[config.mk]
export PLATFORM = sky130hd
export DESIGN_NAME = bpf_insn_decoder
export DESIGN_NICKNAME = d
export VERILOG_FILES = /design/src/rtl/bpf_dec_pkg.sv /design/src/rtl/bpf_opcode_split.sv /design/src/rtl/bpf_reg_select.sv /design/src/rtl/bpf_imm_build.sv /design/src/rtl/bpf_legal_check.sv /design/src/rtl/bpf_insn_decoder.sv
export SDC_FILE = /design/constraint.sdc
export NUM_CORES = 1
export LEC_CHECK = 0
export BUFFER_PORTS_ARGS = -buffer_cell sky130_fd_sc_hd__buf_2
export CAP_MARGIN = 20
export CORE_AREA = 2 2 153 155
export DETAILED_ROUTE_END_ITERATION = 16
export DIE_AREA = 0 0 155 157
export GPL_ROUTABILITY_DRIVEN = 0
export PLACE_DENSITY_LB_ADDON = 0.15
export SLEW_MARGIN = 25
export SYNTH_ARGS = -nofsm -noshare
export SYNTH_HDL_FRONTEND = slang
export SYNTH_SLANG_ARGS = --single-unit
[constraint.sdc]
create_clock -name vclk -period 2.1
set_input_delay 0.105 -clock vclk [all_inputs]
set_output_delay 0.105 -clock vclk [all_outputs]
set_load 0.005 [all_outputs]
[src/rtl/bpf_dec_pkg.sv]
// Package: shared widths and encodings for the eBPF field decoder.
// Assumes 64-bit instruction words assembled with the opcode in the low byte.
package bpf_dec_pkg;

    localparam int WORD_W = 64;
    localparam int OPC_W  = 8;
    localparam int REGB_W = 8;
    localparam int NIB_W  = 4;
    localparam int OFF_W  = 16;
    localparam int IMM_W  = 32;
    localparam int CLS_W  = 3;
    localparam int OP_W   = 4;
    localparam int MODE_W = 3;
    localparam int SIZE_W = 2;

    localparam int REGB_LSB = OPC_W;
    localparam int OFF_LSB  = REGB_LSB + REGB_W;
    localparam int IMM_LSB  = OFF_LSB + OFF_W;

    typedef enum logic [CLS_W-1:0] {
        CLS_LOAD    = 3'b000,
        CLS_LOADX   = 3'b001,
        CLS_STORE   = 3'b010,
        CLS_STOREX  = 3'b011,
        CLS_ARITH32 = 3'b100,
        CLS_BRANCH  = 3'b101,
        CLS_BRANCH32= 3'b110,
        CLS_ARITH64 = 3'b111
    } insn_class_e;

    typedef enum logic [MODE_W-1:0] {
        AM_IMMED   = 3'b000,
        AM_ABSOL   = 3'b001,
        AM_INDIR   = 3'b010,
        AM_MEMORY  = 3'b011,
        AM_RSV4    = 3'b100,
        AM_RSV5    = 3'b101,
        AM_ATOMADD = 3'b110,
        AM_RSV7    = 3'b111
    } ls_mode_e;

    typedef enum logic [SIZE_W-1:0] {
        SZ_4B = 2'b00,
        SZ_2B = 2'b01,
        SZ_1B = 2'b10,
        SZ_8B = 2'b11
    } ls_size_e;

    localparam logic [OP_W-1:0] ARITH_OP_MAX = 4'hD;

endpackage

[src/rtl/bpf_opcode_split.sv]
// Opcode splitter: views the opcode byte both as op/src/class and as
// mode/size/class, and recognises the two-word immediate load.
// Assumes the opcode byte layout given in the package widths.
module bpf_opcode_split
    import bpf_dec_pkg::*;
#(
    parameter int P_OPC_W = OPC_W
) (
    input  logic [P_OPC_W-1:0] opcode,
    output logic [CLS_W-1:0]   cls,
    output logic [OP_W-1:0]    op,
    output logic               src_sel,
    output logic [MODE_W-1:0]  mode,
    output logic [SIZE_W-1:0]  size,
    output logic               wide_load
);

    localparam int MODE_LSB = P_OPC_W - MODE_W;
    localparam int SIZE_LSB = CLS_W;
    localparam int OP_LSB   = P_OPC_W - OP_W;

    // Slice the opcode into both interpretations.
    always_comb begin
        cls     = opcode[CLS_W-1:0];
        src_sel = opcode[CLS_W];
        op      = opcode[P_OPC_W-1:OP_LSB];
        mode    = opcode[P_OPC_W-1:MODE_LSB];
        size    = opcode[SIZE_LSB+SIZE_W-1:SIZE_LSB];
    end

    // Detect the 64-bit immediate load that spans two words.
    always_comb begin
        wide_load = (insn_class_e'(cls) == CLS_LOAD) &&
                    (ls_size_e'(size)   == SZ_8B)    &&
                    (ls_mode_e'(mode)   == AM_IMMED);
    end

endmodule

[src/rtl/bpf_reg_select.sv]
// Register-index selector: picks destination and source nibbles from the
// register byte according to the layout select input.
// Assumes the register byte holds exactly two nibble-wide indices.
module bpf_reg_select
    import bpf_dec_pkg::*;
#(
    parameter int P_NIB_W = NIB_W
) (
    input  logic [2*P_NIB_W-1:0] reg_byte,
    input  logic                 swap,
    output logic [P_NIB_W-1:0]   dst,
    output logic [P_NIB_W-1:0]   src
);

    logic [P_NIB_W-1:0] nib [2];

    // Split the register byte into its low and high nibbles.
    for (genvar g = 0; g < 2; g++) begin : g_nib
        assign nib[g] = reg_byte[g*P_NIB_W +: P_NIB_W];
    end

    // Route the nibbles to destination and source by layout.
    always_comb begin
        if (swap) begin
            dst = nib[1];
            src = nib[0];
        end else begin
            dst = nib[0];
            src = nib[1];
        end
    end

endmodule

[src/rtl/bpf_imm_build.sv]
// Immediate builder: sign-extends offset and immediate, and assembles the
// 64-bit immediate from two words for the wide load.
// Assumes the output word is exactly twice the immediate width.
module bpf_imm_build
    import bpf_dec_pkg::*;
#(
    parameter int P_OFF_W  = OFF_W,
    parameter int P_IMM_W  = IMM_W,
    parameter int P_WORD_W = WORD_W
) (
    input  logic [P_OFF_W-1:0]  off_raw,
    input  logic [P_IMM_W-1:0]  imm_lo,
    input  logic [P_IMM_W-1:0]  imm_hi,
    input  logic                wide,
    output logic [P_WORD_W-1:0] off_ext,
    output logic [P_WORD_W-1:0] imm_ext,
    output logic [P_WORD_W-1:0] imm_full
);

    localparam int OFF_PAD = P_WORD_W - P_OFF_W;
    localparam int IMM_PAD = P_WORD_W - P_IMM_W;

    // Replicate the sign bits into the upper parts.
    always_comb begin
        off_ext = {{OFF_PAD{off_raw[P_OFF_W-1]}}, off_raw};
        imm_ext = {{IMM_PAD{imm_lo[P_IMM_W-1]}}, imm_lo};
    end

    // Choose the assembled two-word value or the extended single immediate.
    always_comb begin
        if (wide) begin
            imm_full = {imm_hi, imm_lo};
        end else begin
            imm_full = imm_ext;
        end
    end

endmodule

[src/rtl/bpf_legal_check.sv]
// Legality checker: flags reserved load/store modes, undefined arithmetic
// operations and a non-zero pad in the second word of a wide load.
// Assumes class and field values come from the opcode splitter.
module bpf_legal_check
    import bpf_dec_pkg::*;
#(
    parameter int P_PAD_W = IMM_W
) (
    input  logic [CLS_W-1:0]   cls,
    input  logic [OP_W-1:0]    op,
    input  logic [MODE_W-1:0]  mode,
    input  logic               wide,
    input  logic [P_PAD_W-1:0] pad,
    output logic               bad
);

    logic is_ls;
    logic is_arith;
    logic mode_bad;
    logic op_bad;
    logic pad_bad;

    // Classify the instruction family.
    always_comb begin
        is_ls    = (cls[CLS_W-1] == 1'b0);
        is_arith = (insn_class_e'(cls) == CLS_ARITH32) ||
                   (insn_class_e'(cls) == CLS_ARITH64);
    end

    // Flag modes that carry no defined meaning.
    always_comb begin
        unique case (ls_mode_e'(mode))
            AM_RSV4, AM_RSV5, AM_RSV7: mode_bad = is_ls;
            default:                   mode_bad = 1'b0;
        endcase
    end

    // Flag arithmetic codes above the last defined operation.
    always_comb begin
        op_bad = is_arith && (op > ARITH_OP_MAX);
    end

    // Flag a wide load whose second-word pad is not zero.
    always_comb begin
        pad_bad = wide && (|pad);
    end

    // Combine all illegal conditions.
    always_comb begin
        bad = mode_bad | op_bad | pad_bad;
    end

endmodule

[src/rtl/bpf_insn_decoder.sv]
// Top of the eBPF instruction field decoder. Purely combinational: slices
// the first word, selects register nibbles, builds immediates and checks
// legality. Assumes both words are already assembled to host order.
module bpf_insn_decoder
    import bpf_dec_pkg::*;
(
    input  logic [63:0] word0,
    input  logic [63:0] word1,
    input  logic        regs_swapped,
    output logic [2:0]  insn_class,
    output logic [3:0]  alu_op,
    output logic        use_reg,
    output logic [2:0]  ls_mode,
    output logic [1:0]  ls_size,
    output logic [3:0]  dst_idx,
    output logic [3:0]  src_idx,
    output logic [15:0] off16,
    output logic [63:0] off_sx,
    output logic [31:0] imm32,
    output logic [63:0] imm_sx,
    output logic [63:0] imm64,
    output logic        two_word,
    output logic        illegal
);

    logic [OPC_W-1:0]  opc;
    logic [REGB_W-1:0] regb;
    logic [IMM_W-1:0]  hi_imm;
    logic [IMM_W-1:0]  hi_pad;

    // Extract the raw fields from the two words.
    always_comb begin
        opc    = word0[OPC_W-1:0];
        regb   = word0[REGB_LSB +: REGB_W];
        off16  = word0[OFF_LSB +: OFF_W];
        imm32  = word0[IMM_LSB +: IMM_W];
        hi_imm = word1[IMM_LSB +: IMM_W];
        hi_pad = word1[IMM_W-1:0];
    end

    bpf_opcode_split #(.P_OPC_W(OPC_W)) u_split (
        .opcode    (opc),
        .cls       (insn_class),
        .op        (alu_op),
        .src_sel   (use_reg),
        .mode      (ls_mode),
        .size      (ls_size),
        .wide_load (two_word)
    );

    bpf_reg_select #(.P_NIB_W(NIB_W)) u_regs (
        .reg_byte (regb),
        .swap     (regs_swapped),
        .dst      (dst_idx),
        .src      (src_idx)
    );

    bpf_imm_build #(
        .P_OFF_W  (OFF_W),
        .P_IMM_W  (IMM_W),
        .P_WORD_W (WORD_W)
    ) u_imm (
        .off_raw  (off16),
        .imm_lo   (imm32),
        .imm_hi   (hi_imm),
        .wide     (two_word),
        .off_ext  (off_sx),
        .imm_ext  (imm_sx),
        .imm_full (imm64)
    );

    bpf_legal_check #(.P_PAD_W(IMM_W)) u_legal (
        .cls  (insn_class),
        .op   (alu_op),
        .mode (ls_mode),
        .wide (two_word),
        .pad  (hi_pad),
        .bad  (illegal)
    );

endmodule

Yosys cells after proc, flatten, opt, wreduce, memory -nomap -nowiden
Cells that the tools add are included.
{ "totals": {"register_bits": 0, "latchBits": 0, "ram_bits": 0, "mem_bits_ro": 0, "out_inout_bits": 263, "elab_cells": 23, "n_memories": 0} }
{ "op_classes": {"addsub": 0, "mul": 0, "div": 0, "n_lt_le_gt_ge": 1, "n_eq_ne": 6, "shift": 0, "mux": 4, "bitwise": 3, "reduce_logical": 9} }
{ "ops": {"columns": ["cell", "count"], "rows": [
  ["64-bit two-way mux", 1],
  ["32-bit OR reduction", 1],
  ["3-bit equality test (second input constant)", 5],
  ["4-bit two-way mux", 2],
  ["3-bit zero test", 2],
  ["4-bit greater-than comparator (second input constant)", 1],
  ["1-bit logical AND", 4],
  ["3-bit OR reduction", 1],
  ["2-bit equality test (second input constant)", 1],
  ["1-bit OR", 2],
  ["1-bit logical OR", 1],
  ["1-bit two-way mux", 1],
  ["1-bit inverter", 1]
]} }

Logic depth before layout (Yosys ltp)
{ "logic_depth": {"depth_word": 5, "mapped_depth": 6, "ltp_nobuf": 4} }

Cells and area by module
A second synthesis with hierarchy kept.
{ "hier_totals": {"hier_cells": 288, "area_unflattened_um2": 2477.4} }
{ "modules_own_cells": {"columns": ["module", "n_inst", "cells_each", "area_each_um2", "seq_area_each_um2"], "rows": [
  ["bpf_imm_build", 1, 199, 1760.4, 0.0],
  ["bpf_insn_decoder", 1, 48, 360.3, 0.0],
  ["bpf_reg_select", 1, 9, 131.4, 0.0],
  ["bpf_opcode_split", 1, 16, 121.4, 0.0],
  ["bpf_legal_check", 1, 16, 103.8, 0.0]
]} }

Worst setup path before layout
OpenSTA, ideal clock, no wires.
{ "synth_path": {"path_type": "in2out", "startpoint": "in word0[6]", "endpoint": "out imm64[43]", "t_arrival_ps": 1477, "required_time_ps": 1995, "slack_ps": 518, "path_stages": 6, "n_path_buf": 2, "cell_sequence": "or4_1 > nor4_4 > nor2b_1 > buf_2 > buf_4 > a21o_1"} }
{ "synth_between": {"elab_chain_len": 3} }
{ "synth_rtl": {"columns": ["element", "line", "rtl"], "rows": [
  ["from (decl)", "bpf_insn_decoder.sv:7", "input logic [63:0] word0,"],
  ["3-bit zero test", "bpf_opcode_split.sv:35", "(ls_mode_e'(mode) == AM_IMMED);"],
  ["1-bit logical AND", "bpf_opcode_split.sv:34", "(ls_size_e'(size) == SZ_8B) &&"],
  ["64-bit two-way mux", "bpf_imm_build.sv:31", "if (wide) begin"],
  ["to (decl)", "bpf_insn_decoder.sv:21", "output logic [63:0] imm64,"]
]} }
No other way between the ends.

Worst setup path in the final report
{ "layout_path": {"startpoint": "in word0[6]", "endpoint": "out imm64[48]"} }
The elaborated chain is that of the path after synthesis.

==> flow_summary_export.csv <==
group,metric,value,unit
route,residual_drc_count,0,
worst_setup_path,critical-path-max-stage-delay,0.56,ns
cts,post-cts-setup-buffers,0,
logic_synthesis,mappedNetlistNets,418,
cells_and_area,final-seq-area,0,sq um
logic_synthesis,number_of_cells_produced_by_synthesis,289,
placement,io_buffer_count,172,
pwr,cellPowerDensity,154,mW/mm^2
logic_synthesis,synth_top_family_by_area,"buffers and inverters",
status,outcome,"finished, final reports clean",
route,drt_first_pass_iters,3,
logic_synthesis,yosysTopAreaCell,"sky130_fd_sc_hd__buf_4",
timing,fin_crit,1.81,ns
worst_setup_path,startpoint_type,"input pin",
worst_setup_path,critPathBufInv,3,
cts,post_cts_resize_count,0,
logic_synthesis,synth_cell_types,16,
floorplan,boundaryPins,392,
cells_and_area,nNetsFinal,366,
logic_synthesis,synth_simple_gate_area_frac,0.0465,
worst_setup_path,crit_top_cell,"sky130_fd_sc_hd__buf_2",
min_path,timing.hold.worst.class,"input pin to primary output",
worst_setup_path,worst_path_max_delay_cell,"sky130_fd_sc_hd__or4_1",
timing,setup_tns,0,ns
placement,dp_slack,0.254,ns
logic_synthesis,synthDominantCellAreaShare,0.765,
logic_synthesis,synth_top_cells_by_area,"sky130_fd_sc_hd__buf_4, sky130_fd_sc_hd__a21o_1, sky130_fd_sc_hd__mux2_2",
placement,detailed_place_hpwl,4.60,mm
timing,fin_crit_sh,0.861,
timing,maxSlewHeadroom,0.783,
floorplan,floorplan.initialDensity,0.0969,
pwr,fin_total_pwr,263,uW
cells_and_area,most_common_cell_after_layout_fill_and_taps_aside,"sky130_fd_sc_hd__buf_2",
worst_setup_path,timing.critical_path.arrival,1.70,ns
grt,antenna_violations_before_repair,1,
worst_setup_path,setup.worst_path.class,"input pin to primary output",
floorplan,die_h,157,um
grt,grt_pass1_vias,1211,
timing,final_critical_path_setup_slack,0.292,ns
logic_synthesis,muxShareOfSynthArea,0.0413,
cells_and_area,seq_cells,0,
route,vias_per_cell,2.58,
grt,overflow,0,
cells_and_area,most-common-layout-cells,"sky130_fd_sc_hd__buf_2, sky130_fd_sc_hd__a21o_1, sky130_fd_sc_hd__mux2_2, sky130_fd_sc_hd__nor4_1",
logic_synthesis,synthesis.area,0.00218,sq mm
timing,fmax,0.553,GHz
timing,timing.final.max_slew_violations,0,
timing,finalSetupViolations,0,
timing,grt_setup_unrepaired,"no",
floorplan,core-area,0.0225,sq mm
logic_synthesis,post_synthesis_share_of_cell_area_spent_on_full_adders_half_adders_and_majority_gates,0,
worst_setup_path,critPathRequiredTime,2.00,ns
logic_synthesis,fraction_of_the_yosys_area_taken_by_sequential_cells,0,
logic_synthesis,syn_avg_cell_area,7.54,sq um
pwr,max-vdd-ir-drop,39.9,uV
route,routed-via-count,1344,
cells_and_area,drive_above_1_share,0.787,
floorplan,floorplan.die_area,0.0243,sq mm
grt,grt_first_pass_wirelength,7.11,mm
cts,cts_hold_buffers,0,
worst_setup_path,crit_chain,"buf_2 > or4_1 > nor4_4 > buf_4 > a21o_1 > buf_2",
cells_and_area,clockBufferCount,0,
worst_setup_path,critical_path.top_delay_family,"simple AND/OR/NAND/NOR gates",
logic_synthesis,yosys_warnings,0,
logic_synthesis,synth_xor_area_frac,0.00402,
route,routedWlPerCell,10.3,um
grt,largest_net_degree_at_the_start_of_global_routing,51,
route,routed_wirelength,5.35,mm
route,drtIter0Drc,34,
floorplan,die-width,155,um
floorplan,placementRows,55,
grt,globalRouteTotalUtil,0.0367,
timing,timing.final.hold_violations,0,
logic_synthesis,area_fraction_in_compound_gates_after_synthesis,0.121,
pwr,total_leakage_power,0.000984,uW
cells_and_area,area_growth,-21.5,%
flow_run,maxCapViolations,0,
route,drtAntennaViolNets,0,
worst_setup_path,end_kind,"primary output",
timing,tightestPinTransition,0.326,ns
worst_setup_path,critical_path_peak_fanout,33,
[routing by layer]
layer  share of wire  wire, um  global-route usage
met1            0.28      1490              0.0294
met2            0.53      2850              0.0760
met3            0.15       821              0.0132
met4           0.034       183              0.0198
met5               0         0                   0
[Yosys cell counts (all sizes together)]
library cell,instances
a21boi,1
a21o,32
buf,228
clkbuf,1
inv,1
mux2,8
nand2,1
nand4,2
nor2b,1
nor4,9
o21ai,3
or4,1
xnor2,1
[report_power, final]
group	leakage, uW	internal [uW]	switching, uW
registers	0	0	0
logic	0.000984	150	114
clock network	0.00000000634	0.0000638	0
[per-stage QoR]
stage	util	instances	area (sq um)	hold WS [ns]
after global routing	0.0761	521	1710	0.210
final	0.0761	521	1710	0.210
after CTS	0.0760	520	1710	0.210
after global placement	0.0760	520	1710	0.210
after detailed placement	0.0760	520	1710	0.210
after floorplan	-	289	2180	0.291
[kinds of logic (layout without fill, tap and decap cells)]
| family | after synthesis | after routing |
|---|---|---|
| AO/OA/AOI/OAI | 36 | 36 |
| multiplexers | 8 | 8 |
| AND/OR/NAND/NOR | 14 | 14 |
| XOR/XNOR | 1 | 1 |
| other | 0 | 1 |
| buffers and inverters | 230 | 176 |
[worst paths after layout]
| path | start | endpoint | slack, ns | cells after the start |
|---|---|---|---|---|
| min | word0[47] | imm64[15] | 0.21 | 0 |
| max | word0[6] | imm64[48] | 0.29 | 6 |
[area by class of cell]
class	count	area, sq um
antenna	1	2.50
fill	2663	20800
inverter	1	3.75
multi-input combinational	59	465
tap	285	357
timing repair buffer	175	883
Power figures use the tool's default switching activity.
